### config.mk
export PLATFORM = sky130hd
export DESIGN_NAME = freq_meter
export DESIGN_NICKNAME = d
export VERILOG_FILES = /design/src/rtl/freq_meter_pkg.sv /design/src/rtl/fm_sync.sv /design/src/rtl/fm_gate.sv /design/src/rtl/fm_counter.sv /design/src/rtl/fm_regport.sv /design/src/rtl/freq_meter.sv
export SDC_FILE = /design/constraint.sdc
export NUM_CORES = 1
export LEC_CHECK = 0
export CAP_MARGIN = 25
export CORE_ASPECT_RATIO = 0.8
export CORE_MARGIN = 2
export CORE_UTILIZATION = 41
export CTS_CLUSTER_DIAMETER = 200
export DETAILED_ROUTE_END_ITERATION = 8
export SKIP_LAST_GASP = 1
export SLEW_MARGIN = 10
export SYNTH_ARGS = -nofsm -noshare
export SYNTH_HDL_FRONTEND = slang
export SYNTH_SLANG_ARGS = --single-unit
### constraint.sdc
create_clock -name clk -period 3.2 [get_ports clk]
set_input_delay 0.32 -clock clk [delete_from_list [all_inputs] [get_ports clk]]
set_output_delay 0.32 -clock clk [all_outputs]
set_load 0.02 [all_outputs]
### src/rtl/freq_meter_pkg.sv
package freq_meter_pkg;

  // Unsigned add of a single pulse that stops at all-ones.
  function automatic logic [31:0] sat_inc(input logic [31:0] val,
                                          input logic        inc,
                                          input logic [31:0] top);
    if (inc && (val != top)) return val + 32'd1;
    return val;
  endfunction

endpackage

### src/rtl/fm_sync.sv
module fm_sync #(
  parameter int STAGES = 2
) (
  input  logic clk,
  input  logic rst,
  input  logic async_in,
  output logic rise_pulse
);
  logic [STAGES-1:0] chain_q;
  logic              last_q;

  generate
    for (genvar i = 0; i < STAGES; i++) begin : g_stage
      if (i == 0) begin : g_first
        always_ff @(posedge clk) begin
          if (rst) chain_q[0] <= 1'b0;
          else     chain_q[0] <= async_in;
        end
      end else begin : g_rest
        always_ff @(posedge clk) begin
          if (rst) chain_q[i] <= 1'b0;
          else     chain_q[i] <= chain_q[i-1];
        end
      end
    end
  endgenerate

  always_ff @(posedge clk) begin
    if (rst) last_q <= 1'b0;
    else     last_q <= chain_q[STAGES-1];
  end

  assign rise_pulse = chain_q[STAGES-1] & ~last_q;
endmodule

### src/rtl/fm_gate.sv
module fm_gate #(
  parameter int GATE_CYCLES = 50_000_000
) (
  input  logic clk,
  input  logic rst,
  output logic gate_end
);
  localparam int GW = $clog2(GATE_CYCLES);
  localparam logic [GW-1:0] LAST = GW'(GATE_CYCLES - 1);

  logic [GW-1:0] tick_q;

  always_ff @(posedge clk) begin
    if (rst)           tick_q <= '0;
    else if (gate_end) tick_q <= '0;
    else               tick_q <= tick_q + 1'b1;
  end

  assign gate_end = (tick_q == LAST);
endmodule

### src/rtl/fm_counter.sv
module fm_counter #(
  parameter int CNT_W = 16
) (
  input  logic             clk,
  input  logic             rst,
  input  logic             pulse,
  input  logic             gate_end,
  output logic [CNT_W-1:0] cnt_q,
  output logic [CNT_W-1:0] total
);
  import freq_meter_pkg::*;
  localparam logic [31:0] TOP = 32'((64'd1 << CNT_W) - 64'd1);

  // Total including a pulse that lands in the closing cycle.
  assign total = CNT_W'(sat_inc(32'(cnt_q), pulse, TOP));

  always_ff @(posedge clk) begin
    if (rst)           cnt_q <= '0;
    else if (gate_end) cnt_q <= '0;
    else               cnt_q <= total;
  end
endmodule

### src/rtl/fm_regport.sv
module fm_regport #(
  parameter int          CNT_W      = 16,
  parameter int          REG_W      = 16,
  parameter int          ADDR_W     = 8,
  parameter int unsigned REG_OFFSET = 10
) (
  input  logic              clk,
  input  logic              rst,
  input  logic              load,
  input  logic [CNT_W-1:0]  load_val,
  input  logic              rd_en,
  input  logic [ADDR_W-1:0] rd_addr,
  output logic [CNT_W-1:0]  result_q,
  output logic              rd_valid,
  output logic [REG_W-1:0]  rd_data
);
  localparam logic [ADDR_W-1:0] OFF = ADDR_W'(REG_OFFSET);

  always_ff @(posedge clk) begin
    if (rst)       result_q <= '0;
    else if (load) result_q <= load_val;
  end

  always_ff @(posedge clk) begin
    if (rst) begin
      rd_valid <= 1'b0;
      rd_data  <= '0;
    end else begin
      rd_valid <= rd_en;
      if (rd_en && (rd_addr == OFF)) rd_data <= REG_W'(result_q);
      else                           rd_data <= '0;
    end
  end
endmodule

### src/rtl/freq_meter.sv
module freq_meter #(
  parameter int          GATE_CYCLES = 50_000_000,
  parameter int          SYNC_STAGES = 2,
  parameter int          CNT_W       = 16,
  parameter int          REG_W       = 16,
  parameter int          ADDR_W      = 8,
  parameter int unsigned REG_OFFSET  = 10
) (
  input  logic              clk,
  input  logic              rst,
  input  logic              ext_clk,
  input  logic              rd_en,
  input  logic [ADDR_W-1:0] rd_addr,
  output logic              rd_valid,
  output logic [REG_W-1:0]  rd_data
);
  logic             edge_pulse;
  logic             gate_end;
  logic [CNT_W-1:0] edge_cnt;
  logic [CNT_W-1:0] gate_total;
  logic [CNT_W-1:0] result_q;

  fm_sync #(.STAGES(SYNC_STAGES)) u_sync (
    .clk(clk), .rst(rst), .async_in(ext_clk), .rise_pulse(edge_pulse)
  );

  fm_gate #(.GATE_CYCLES(GATE_CYCLES)) u_gate (
    .clk(clk), .rst(rst), .gate_end(gate_end)
  );

  fm_counter #(.CNT_W(CNT_W)) u_cnt (
    .clk(clk), .rst(rst), .pulse(edge_pulse), .gate_end(gate_end),
    .cnt_q(edge_cnt), .total(gate_total)
  );

  fm_regport #(.CNT_W(CNT_W), .REG_W(REG_W), .ADDR_W(ADDR_W),
               .REG_OFFSET(REG_OFFSET)) u_reg (
    .clk(clk), .rst(rst), .load(gate_end), .load_val(gate_total),
    .rd_en(rd_en), .rd_addr(rd_addr), .result_q(result_q),
    .rd_valid(rd_valid), .rd_data(rd_data)
  );
endmodule

## Word level (Yosys, flattened, before mapping)

Cells that the tools add are included.

- Register bits: 78
- Bits in latches: 0
- Memory bits (writable): 0
- ROM bits: 0
- Bits of input ports: 12
- Output and inout bits: 17
- Memories kept: 0

- Add/sub/neg operators: 2
- $mul: 0
- Divide/modulo/power cells: 0
- $lt $le $gt $ge: 0
- Eq/ne operators: 3
- Shift operators: 0
- Multiplexer cells: 3
- Bitwise gates (word level): 3
- Reduce and logical (&&, ||, !) cells: 4

Operators by type and width:

| cell | count |
|---|---|
| two-way mux 16 bit | 2 |
| adder 26 x 1 -> 26 bit, second input constant | 1 |
| equality test 26 bit, second input constant | 1 |
| adder 16 x 1 -> 16 bit, second input constant | 1 |
| != test 16 bit, second input constant | 1 |
| equality test 8 x 4 -> 1 bit, second input constant | 1 |
| OR reduction 2 bit | 2 |
| logical AND 1 bit | 2 |
| NOT 1 bit | 2 |
| bitwise AND 1 bit | 1 |
| two-way mux 1 bit | 1 |

## Depth between registers and ports, before layout

Gate-level depths: netlist of run 1.

- Depth after elaboration: 5
- Depth in mapped cells: 9
- Depth with buffers taken out: 6

## Hierarchy

Synthesis of run 1 repeated with hierarchy kept, for this count alone.

- Cells, all modules: 369
- Area, all modules: 3450.8 sq um

Modules (own cells, without submodules):

| module | instances | cells an instance | area each (sq um) | seq. area each (sq um) |
|---|---|---|---|---|
| fm_gate | 1 | 147 | 1257.5 | 520.5 |
| fm_regport | 1 | 111 | 1212.4 | 660.6 |
| fm_counter | 1 | 104 | 893.4 | 320.3 |
| fm_sync | 1 | 7 | 87.6 | 60.1 |

## Least setup slack after synthesis of run 1

Ideal clock, no wire load.

- Path kind: reg2reg
- Start point: reg u_gate.tick_q[0]
- End point: reg u_cnt.cnt_q[5]
- Library setup time: 0.117 ns
- Data arrival time: 1.953 ns
- Data required time: 3.083 ns
- Path slack: 1.129 ns
- Stages on the path, launching flop included: 10
- Path buffers: 3
- Cells stage by stage: dfxtp_1 -> ha_1 -> nand2_1 -> or2_1 -> buf_2 -> nor4_4 -> or2_1 -> buf_4 -> buf_6 -> nor3b_1

- Cells in the longest elaborated chain, start to end: 2

RTL lines:

| item | RTL line | source |
|---|---|---|
| start: declaration | fm_gate.sv:11 | `logic [GW-1:0] tick_q;` |
| start signal: assignment | fm_gate.sv:16 | `else tick_q <= tick_q + 1'b1;` |
| equality test 26 bit | fm_gate.sv:19 | `assign gate_end = (tick_q == LAST);` |
| OR reduction 2 bit (no line) | n/a |  |
| end signal: assignment | fm_counter.sv:20 | `else cnt_q <= total;` |
| end: declaration | fm_counter.sv:8 | `output logic [CNT_W-1:0] cnt_q,` |

Every way passes these cells.
A chain may end at the register's enable or synchronous reset.

## Worst setup path after layout of run 1

- Start point: reg u_gate.tick_q[0]
- End point: reg u_gate.tick_q[22]

- Cells in the longest elaborated chain, start to end: 2

RTL lines:

| item |
|---|
| parallel branches: the longest is 2 deep, another holds adder 26 x 1 -> 26 bit |

Several ways; the timed one is not identified.

==> flow_summary.json, run 1 <==
{
  "clockRootBuffer": "clkbuf_8",
  "cpMaxStageDelayCell": "or2_1",
  "routedWlPerCell_um": 11.9,
  "r2r_cells": 7,
  "post-route-period-util": 0.674,
  "crit_path_frequent_cell": "or2_1",
  "async_flop_share": 0,
  "grt_max_degree": 31,
  "stdcell_count": 473,
  "fin_setup_tns_ns": 0,
  "synth_area_leaders": "dfxtp_1, nor2_1, xnor2_1, nand3_1, and2_1",
  "hpwl_um": 3930,
  "postRouteWirelength_um": 5620,
  "worstMarginPinSlew_ns": 0.759,
  "ys.flop_type": "dfxtp_1",
  "synthDistinctLibCells": 37,
  "period_minus_slack_ns": 2.16,
  "status": "completed",
  "clk_latency_ns": 0.34,
  "netlist.area_leader.share": 0.502,
  "place_area_mm2": 0.00347,
  "fillCellCount": 703,
  "overflow": 0,
  "drv_slew": 0,
  "initial_utilization": 0.421,
  "endpoint_kind": "flop",
  "io-pin-count": 29,
  "post-synth-top-count-cell": "dfxtp_1",
  "cts_resized": 0,
  "vias_per_cell": 4.85,
  "die_area_mm2": 0.00830,
  "core_area_mm2": 0.00739,
  "synth_edf_count": 0,
  "rsz0062_at_grt": "false",
  "max_cap_viol_count": 0,
  "drtAntennaViolNets": 0,
  "total_power_w": 0.00196,
  "cp_top_family": "simple AND/OR/NAND/NOR gates",
  "cts.sinks": 78,
  "stdcell_area_mm2": 0.00373,
  "dp_cells": 458,
  "syn_area_per_cell_um2": 9.34,
  "finalSetupViolCount": 0,
  "worst-path-buf-inv": 1,
  "synth_common_cells": "dfxtp_1, nor2_1, nand3_1, xnor2_1, and2_1",
  "grt_pass1_vias": 2114,
  "grt.total_usage": 0.148,
  "cp.required_ns": 3.43,
  "min_path_cells": 1,
  "post_cts_buffers": 0,
  "antenna_found_initial": 0,
  "drive_above_1_share": 0.0598,
  "worst-path-stages": 7,
  "fmax_mhz": 463,
  "ys.warnings.count": 0,
  "htree_levels": 3,
  "path_cells": "ha_1 -> nand2_1 -> or2_1 -> nor4_4 -> or2_1 -> buf_12 -> nor2_1",
  "peakVddDrop_mv": 0.311,
  "hold_buffers": 0,
  "cts_buffers": 9,
  "slew_headroom": 0.489,
  "ys_seq_area_frac": 0.502,
  "grt_pass1_wl_um": 9610,
  "cp.arrival_ns": 2.38,
  "synth_seq_cells": 78,
  "cp-start-kind": "flop",
  "nNetsFinal": 378,
  "crit_type": "flop to flop",
  "syn_nets": 347,
  "synthCells": 333,
  "clock_skew_ns": 0.00980,
  "numPortBuffers": 28,
  "drtPass1Iterations": 4,
  "fp-row-count": 28,
  "area_delta_synth_final_pct": 20.0,
  "max_stage_delay_ns": 0.43,
  "synth_top_area_cell": "dfxtp_1",
  "drc": 0,
  "holdWs_ns": 0.446,
  "drt_iter0_markers": 48,
  "clk_pin_slew_ns": 0.07,
  "syn-cell-area_mm2": 0.00311,
  "leakage_nw": 1.30,
  "vias": 2292,
  "clockBufferDepth": 2,
  "place_congestion": 0.793,
  "cts_tree": "yes",
  "p_per_area_mw_per_mm2": 525,
  "cp_max_fo": 30,
  "min_path_type": "flop to flop",
  "fp.dieH_um": 81.9,
  "die_width_um": 101,
  "final-hold-violation-count": 0,
  "n_antenna_cell": 0
}
[area by class of cell]
cell class | instances | area (um^2) | area share
Sequential cell | 78 | 1560 | 0.419
Tap cell | 105 | 131 | 0.0352
Clock buffer | 9 | 124 | 0.0332
Timing Repair Buffer | 32 | 323 | 0.0865
Multi-Input combinational cell | 237 | 1430 | 0.384
Clock inverter | 6 | 134 | 0.0359
Inverter | 6 | 22.5 | 0.00604
[cells in the final DEF, fill, tap and decap left out, types with 3 or more instances in the layout]
master / n
nand4_1: 7
nor2_1: 64
a211oi_1: 9
and2_1: 17
xnor2_1: 19
and4_1: 5
a21oi_1: 9
buf_4: 3
nor2b_1: 9
dfxtp_1: 78
nor4_1: 9
clkdlybuf4s50_1: 28
and3_1: 9
clkbuf_8: 9
bufinv_16: 4
mux2i_1: 6
xor2_1: 12
inv_1: 6
nand2_1: 13
nor3_1: 3
nand3_1: 23
[cells by family (layout without fill, tap and decap cells)]
family / after synthesis / in the layout / share of synthesized area
compound gates: 23 / 23 / 0.0475
xor+xnor: 31 / 31 / 0.0873
fa+ha+maj: 2 / 2 / 0.00805
buf+inv: 18 / 53 / 0.0366
flops: 78 / 78 / 0.502
mux: 7 / 7 / 0.0229
simple gates: 174 / 174 / 0.295
[worst reg2reg max path, cell delays in order (launching register included)]
cell and delay [ns]:
dfxtp_1 0.35, ha_1 0.22, nand2_1 0.08, or2_1 0.34
nor4_4 0.31, or2_1 0.43, buf_12 0.24, nor2_1 0.08
[state kept, by name, summed over array words and instances (netlist names)]
register        cells
u_sync.chain_q      2
u_reg.rd_valid      1
u_reg.result_q     16
u_cnt.cnt_q        16
u_gate.tick_q      26
u_reg.rd_data      16
u_sync.last_q       1
[power by group]
group	leakage, nW	internal (W)	switching, W	total (W)
Clock	0.130	0.000594	0.000340	0.000934
Sequential	0.629	0.000976	0.00000434	0.000980
Combinational	0.542	0.0000227	0.0000219	0.0000446
Total	1.30	0.00159	0.000366	0.00196
[stage by stage]
step	setup slack, ns	utilization
6_report	1.04	0.505
5_1_grt	0.899	0.505
4_1_cts	1.02	0.505
3_5_place_dp	1.04	0.470
3_3_place_gp	1.09	0.470
2_1_floorplan	1.13	-
[final timing paths]
path / start / end / slack (ns)
max: u_gate.tick_q[0] / u_gate.tick_q[22] / 1.04
min: u_gate.tick_q[0] / u_gate.tick_q[0] / 0.45
max reg2reg: u_gate.tick_q[0] / u_gate.tick_q[22] / 1.04
min reg2reg: u_gate.tick_q[0] / u_gate.tick_q[0] / 0.45
[routing by layer]
layer | GRT usage | share of wire
met2 | 0.244 | 0.46
met5 | 0 | 0
met3 | 0.0545 | 0.048
met1 | 0.186 | 0.48
met4 | 0.0365 | 0.0048
(Power assumes the default switching activity.)
==> run 2, diff against run 1 <==
clock period = 1.9 ns   (was 3.2 ns; I/O delays follow)
==> run 2 against run 1 <==
Effect of this change:
- combinational power is 86% higher
- total power is 57% higher
- worst setup slack worse by 0.95 ns
- global-route usage is 0.81 points higher
- sequential power is 68% higher
- core utilization is 1.9 points higher
- via count is 4.6% higher
- largest power group unchanged
==> flow_summary.json, run 2 (same netlist as run 1, synthesis figures left out) <==
{
  "stdcell_count": 493,
  "rsz0062_at_grt": "true",
  "leakage_nw": 1.39,
  "clock_skew_ns": 0.0124,
  "status": "completed",
  "place_congestion": 0.840,
  "layout_commonest_cell": "dfxtp_1",
  "final_core_util": 0.523,
  "crit_path_frequent_cell": "buf_4",
  "area_delta_synth_final_pct": 24.4,
  "clk_pin_slew_ns": 0.08,
  "io-pin-count": 29,
  "worstMarginPinSlew_ns": 0.357,
  "drv_slew": 0,
  "endpoint_kind": "flop",
  "holdWs_ns": 0.406,
  "slew_headroom": 0.760,
  "routedWlPerCell_um": 12.2,
  "drc": 0,
  "hpwl_um": 4090,
  "cp_max_fo": 5,
  "vias_per_cell": 4.86,
  "cp.required_ns": 2.19,
  "initial_utilization": 0.421,
  "cp_top_family": "simple AND/OR/NAND/NOR gates",
  "clockRootBuffer": "clkbuf_8",
  "drt_iter0_markers": 89,
  "numPortBuffers": 28,
  "vias": 2397,
  "overflow": 0,
  "dp_slack_ns": 0.109,
  "fillCellCount": 693,
  "fp-row-count": 28,
  "cp.arrival_ns": 2.10,
  "post-route-period-util": 0.952,
  "fmax_mhz": 553,
  "grt_max_degree": 23,
  "drtAntennaViolNets": 0,
  "max_stage_delay_ns": 0.42,
  "finalSetupViolCount": 0,
  "crit_type": "flop to flop",
  "fp.dieH_um": 81.9,
  "antenna_found_initial": 0,
  "cp-start-kind": "flop",
  "period_minus_slack_ns": 1.81,
  "drive_above_1_share": 0.121,
  "final-hold-violation-count": 0,
  "dp_cells": 475,
  "grt_pass1_wl_um": 9820,
  "postRouteWirelength_um": 6030,
  "cts_buffers": 9,
  "hold_buffers": 0,
  "clk_latency_ns": 0.35,
  "grt_pass1_vias": 2079,
  "worst-path-buf-inv": 2,
  "clockBufferDepth": 2,
  "core_area_mm2": 0.00739,
  "grt.total_usage": 0.156,
  "cts.sinks": 78,
  "fin_ws_ns": 0.0911,
  "die_area_mm2": 0.00830,
  "drtPass1Iterations": 4,
  "path_cells": "and3_1 -> nand3_1 -> nor4_4 -> buf_4 -> buf_4 -> mux2_2 -> nor2_1",
  "max_flop_register": "u_gate.tick_q",
  "mostFrequentLayoutCells": "dfxtp_1, nor2_1, clkdlybuf4s50_1",
  "cts_tree": "yes",
  "peakVddDrop_mv": 0.302,
  "min_path_type": "input port to flop",
  "cpMaxStageDelayCell": "dfxtp_1",
  "p_per_area_mw_per_mm2": 797,
  "largest_register_ff_count": 26,
  "nNetsFinal": 397,
  "n_antenna_cell": 0,
  "max_cap_viol_count": 0,
  "fin_setup_tns_ns": 0,
  "htree_levels": 3,
  "die_width_um": 101
}
## run 2: changes by cell type in the layout (fill, tap and decap cells not counted), sizes merged
cell | before | now
buf | 4 | 23
bufinv | 4 | 2
clkinv | 1 | 3
clkbuf | 9 | 10
clkinvlp | 0 | 1
inv | 7 | 6
## run 2: final timing paths
kind | startpoint | to | slack (ns) | cells after the start
worst max register to register | u_gate.tick_q[13] | u_reg.result_q[11] | 0.09 | 7
worst max-delay path | u_gate.tick_q[13] | u_reg.result_q[11] | 0.09 | 7
worst min register to register | u_gate.tick_q[0] | u_gate.tick_q[0] | 0.41 | 1
worst min-delay path | ext_clk | u_sync.chain_q[0] | 0.41 | 2
## run 2: cell type report
| cell class | instances | area [um^2] | share of cell area |
|---|---|---|---|
| well taps | 105 | 131 | 0.0340 |
| inverters | 6 | 22.5 | 0.00582 |
| clock buffers | 10 | 128 | 0.0330 |
| repair buffers | 51 | 482 | 0.125 |
| flip-flops and latches | 78 | 1560 | 0.404 |
| clock inverters | 6 | 86.3 | 0.0223 |
| multi-input cells | 237 | 1460 | 0.376 |
## run 2: what timing repair did
item | in CTS | in global routing
resized for setup | 0 | 5
setup endpoints to repair | 0 | 31
buffers inserted | 0 | 2
## run 2: through the flow
step	power, W	instance area [um^2]
final	0.00308	3870
after global routing	0.00321	3870
after CTS	0.00312	3830
after detailed placement	0.00177	3620
after global placement	0.00177	3620
after floorplan	0.00174	3120
## run 2: per-layer routing
layer | track usage | wire length [um] | up-vias
met4 | 0.0541 | 27 | 0
met3 | 0.0715 | 359 | 2
met1 | 0.214 | 3130 | 1089
met2 | 0.215 | 2510 | 67
li1 | - | - | 1239
met5 | 0 | 0 | -
## run 2: power by group
group / internal (W) / switching (W) / leakage (nW) / total, W
Combinational: 0.0000433 / 0.0000397 / 0.650 / 0.0000830
Clock: 0.000738 / 0.000612 / 0.106 / 0.00135
Sequential: 0.00164 / 0.00000679 / 0.630 / 0.00165
Total: 0.00243 / 0.000658 / 1.39 / 0.00308
==> run 3, diff against run 2 <==
CORE_ASPECT_RATIO = 0.9   (was 0.8)
CTS_CLUSTER_DIAMETER = unset   (was 200)
REMOVE_ABC_BUFFERS = 1   (was unset)
==> run 3 against run 2 <==
Effect of this change:
- global-route usage decreased by 0.34 points
- critical path depth increased by 1
- worst setup slack better by 0.061 ns
- non-clock buffer count fell by 1
- clock-buffer cell count stayed put
- core utilization decreased by 0.85 points
- via count decreased by 2.5%
- sequential power barely moved
- clock power fell by 6%
==> flow_summary.json, run 3 (same netlist as run 1, synthesis figures left out) <==
{
  "status": "completed",
  "vias": 2336,
  "min_path_type": "input port to flop",
  "fmax_mhz": 572,
  "fp-row-count": 30,
  "cts.sinks": 78,
  "die_area_mm2": 0.00830,
  "grt.total_usage": 0.153,
  "grt_pass1_wl_um": 9910,
  "regArea_mm2": 0.00156,
  "routedWlPerCell_um": 11.7,
  "max_flop_register": "u_gate.tick_q",
  "n_antenna_cell": 0,
  "final-hold-violation-count": 0,
  "initial_utilization": 0.418,
  "multi_input_area_mm2": 0.00145,
  "holdWs_ns": 0.399,
  "dr_wl_met2_um": 2540,
  "drv_slew": 0,
  "peakVddDrop_mv": 0.456,
  "hpwl_um": 4120,
  "overflow": 0,
  "topRoutingLayerUsed": "met4",
  "cp-start-kind": "flop",
  "p_per_area_mw_per_mm2": 786,
  "core_area_mm2": 0.00743,
  "grt_max_degree": 25,
  "numPortBuffers": 28,
  "cp.required_ns": 2.17,
  "grt_pass1_vias": 2286,
  "leakage_nw": 1.36,
  "stdcell_area_mm2": 0.00383,
  "place_area_mm2": 0.00360,
  "wl_met3_um": 246,
  "fin_setup_tns_ns": 0,
  "drt_iter0_markers": 76,
  "largest_register_ff_count": 26,
  "die_width_um": 95.8,
  "nNetsFinal": 396,
  "fp.dieH_um": 86.6,
  "area_delta_synth_final_pct": 23.1,
  "cp_max_fo": 7,
  "finalSetupViolCount": 0,
  "max_cap_viol_count": 0,
  "antenna_found_initial": 0,
  "drive_above_1_share": 0.114,
  "drtAntennaViolNets": 0,
  "worstMarginPinSlew_ns": 0.419,
  "fillCellCount": 710,
  "period_minus_slack_ns": 1.75,
  "crit_type": "flop to flop",
  "drc": 0,
  "cp.arrival_ns": 2.01,
  "clockRootBuffer": "clkbuf_8",
  "rsz0062_at_grt": "false",
  "cts_tree": "yes",
  "clk_latency_ns": 0.35,
  "clockBufferDepth": 2,
  "post-route-period-util": 0.920,
  "place_congestion": 0.815,
  "m1WireLength_um": 2820,
  "endpoint_kind": "flop",
  "slew_headroom": 0.721,
  "cts_buffers": 9,
  "io-pin-count": 29,
  "htree_levels": 3,
  "clock_skew_ns": 0.0151,
  "mostFrequentLayoutCells": "dfxtp_1, nor2_1, clkdlybuf4s50_1",
  "clk_pin_slew_ns": 0.08,
  "layout_commonest_cell": "dfxtp_1",
  "postRouteWirelength_um": 5670,
  "drtPass1Iterations": 4,
  "vias_per_cell": 4.84,
  "post_cts_buffers": 0
}
-- run 3: changes by cell type in the layout (fill, tap and decap cells not counted), moves of 2 or more --
cell,change
clkinv_2,-2
clkinvlp_4,+2
dfxtp_2,-2
dfxtp_1,+2
-- run 3: worst paths after layout --
kind                                   startpoint                 end  slack [ns]  cells after the start
worst max register to register   u_gate.tick_q[0]  u_reg.result_q[15]        0.15                      8
worst min-delay path                        rd_en      u_reg.rd_valid        0.40                      2
worst max-delay path             u_gate.tick_q[0]  u_reg.result_q[15]        0.15                      8
worst min register to register  u_sync.chain_q[0]   u_sync.chain_q[1]        0.44                      1
-- run 3: layout make-up --
class                   instances  area share
flip-flops and latches         78       0.408
inverters                       6     0.00589
repair buffers                 50       0.121
clock buffers                  10      0.0360
multi-input cells             237       0.380
clock inverters                 6      0.0183
well taps                      96      0.0314
-- run 3: critical path: stages (launching register included) --
cell and delay [ns]:
dfxtp_1 0.36, ha_1 0.18, nand2_1 0.07, or2_1 0.28, nor4_4 0.22, buf_4 0.18, buf_4 0.13, nor2_1 0.04
a211oi_1 0.20
-- run 3: power breakdown --
part	leakage [nW]	switching, W	internal (W)	total (W)
combinational	0.640	0.0000397	0.0000450	0.0000847
clock	0.0951	0.000624	0.000649	0.00127
sequential	0.629	0.00000641	0.00164	0.00165
-- run 3: what timing repair did --
item / 4_1_cts / 5_1_grt
resized for setup: 0 / 4
hold buffers: 0 / 0
setup endpoints to repair: 0 / 55
hold endpoints to repair: 0 / 0
-- run 3: stage by stage --
step	setup slack, ns	utilization	std cells	power [W]
floorplan	-0.987	-	321	0.00172
detailed placement	0.0202	0.484	467	0.00178
global route	0.00762	0.515	483	0.00312
finish	0.153	0.515	483	0.00301
CTS	0.0146	0.512	483	0.00305
global placement	0.0525	0.484	467	0.00177
-- run 3: metal layers --
metal  up-vias  GRT usage
met5         -          0
met4         0     0.0364
met3         8     0.0617
met2        34      0.248
met1      1057      0.190
li1       1237          -
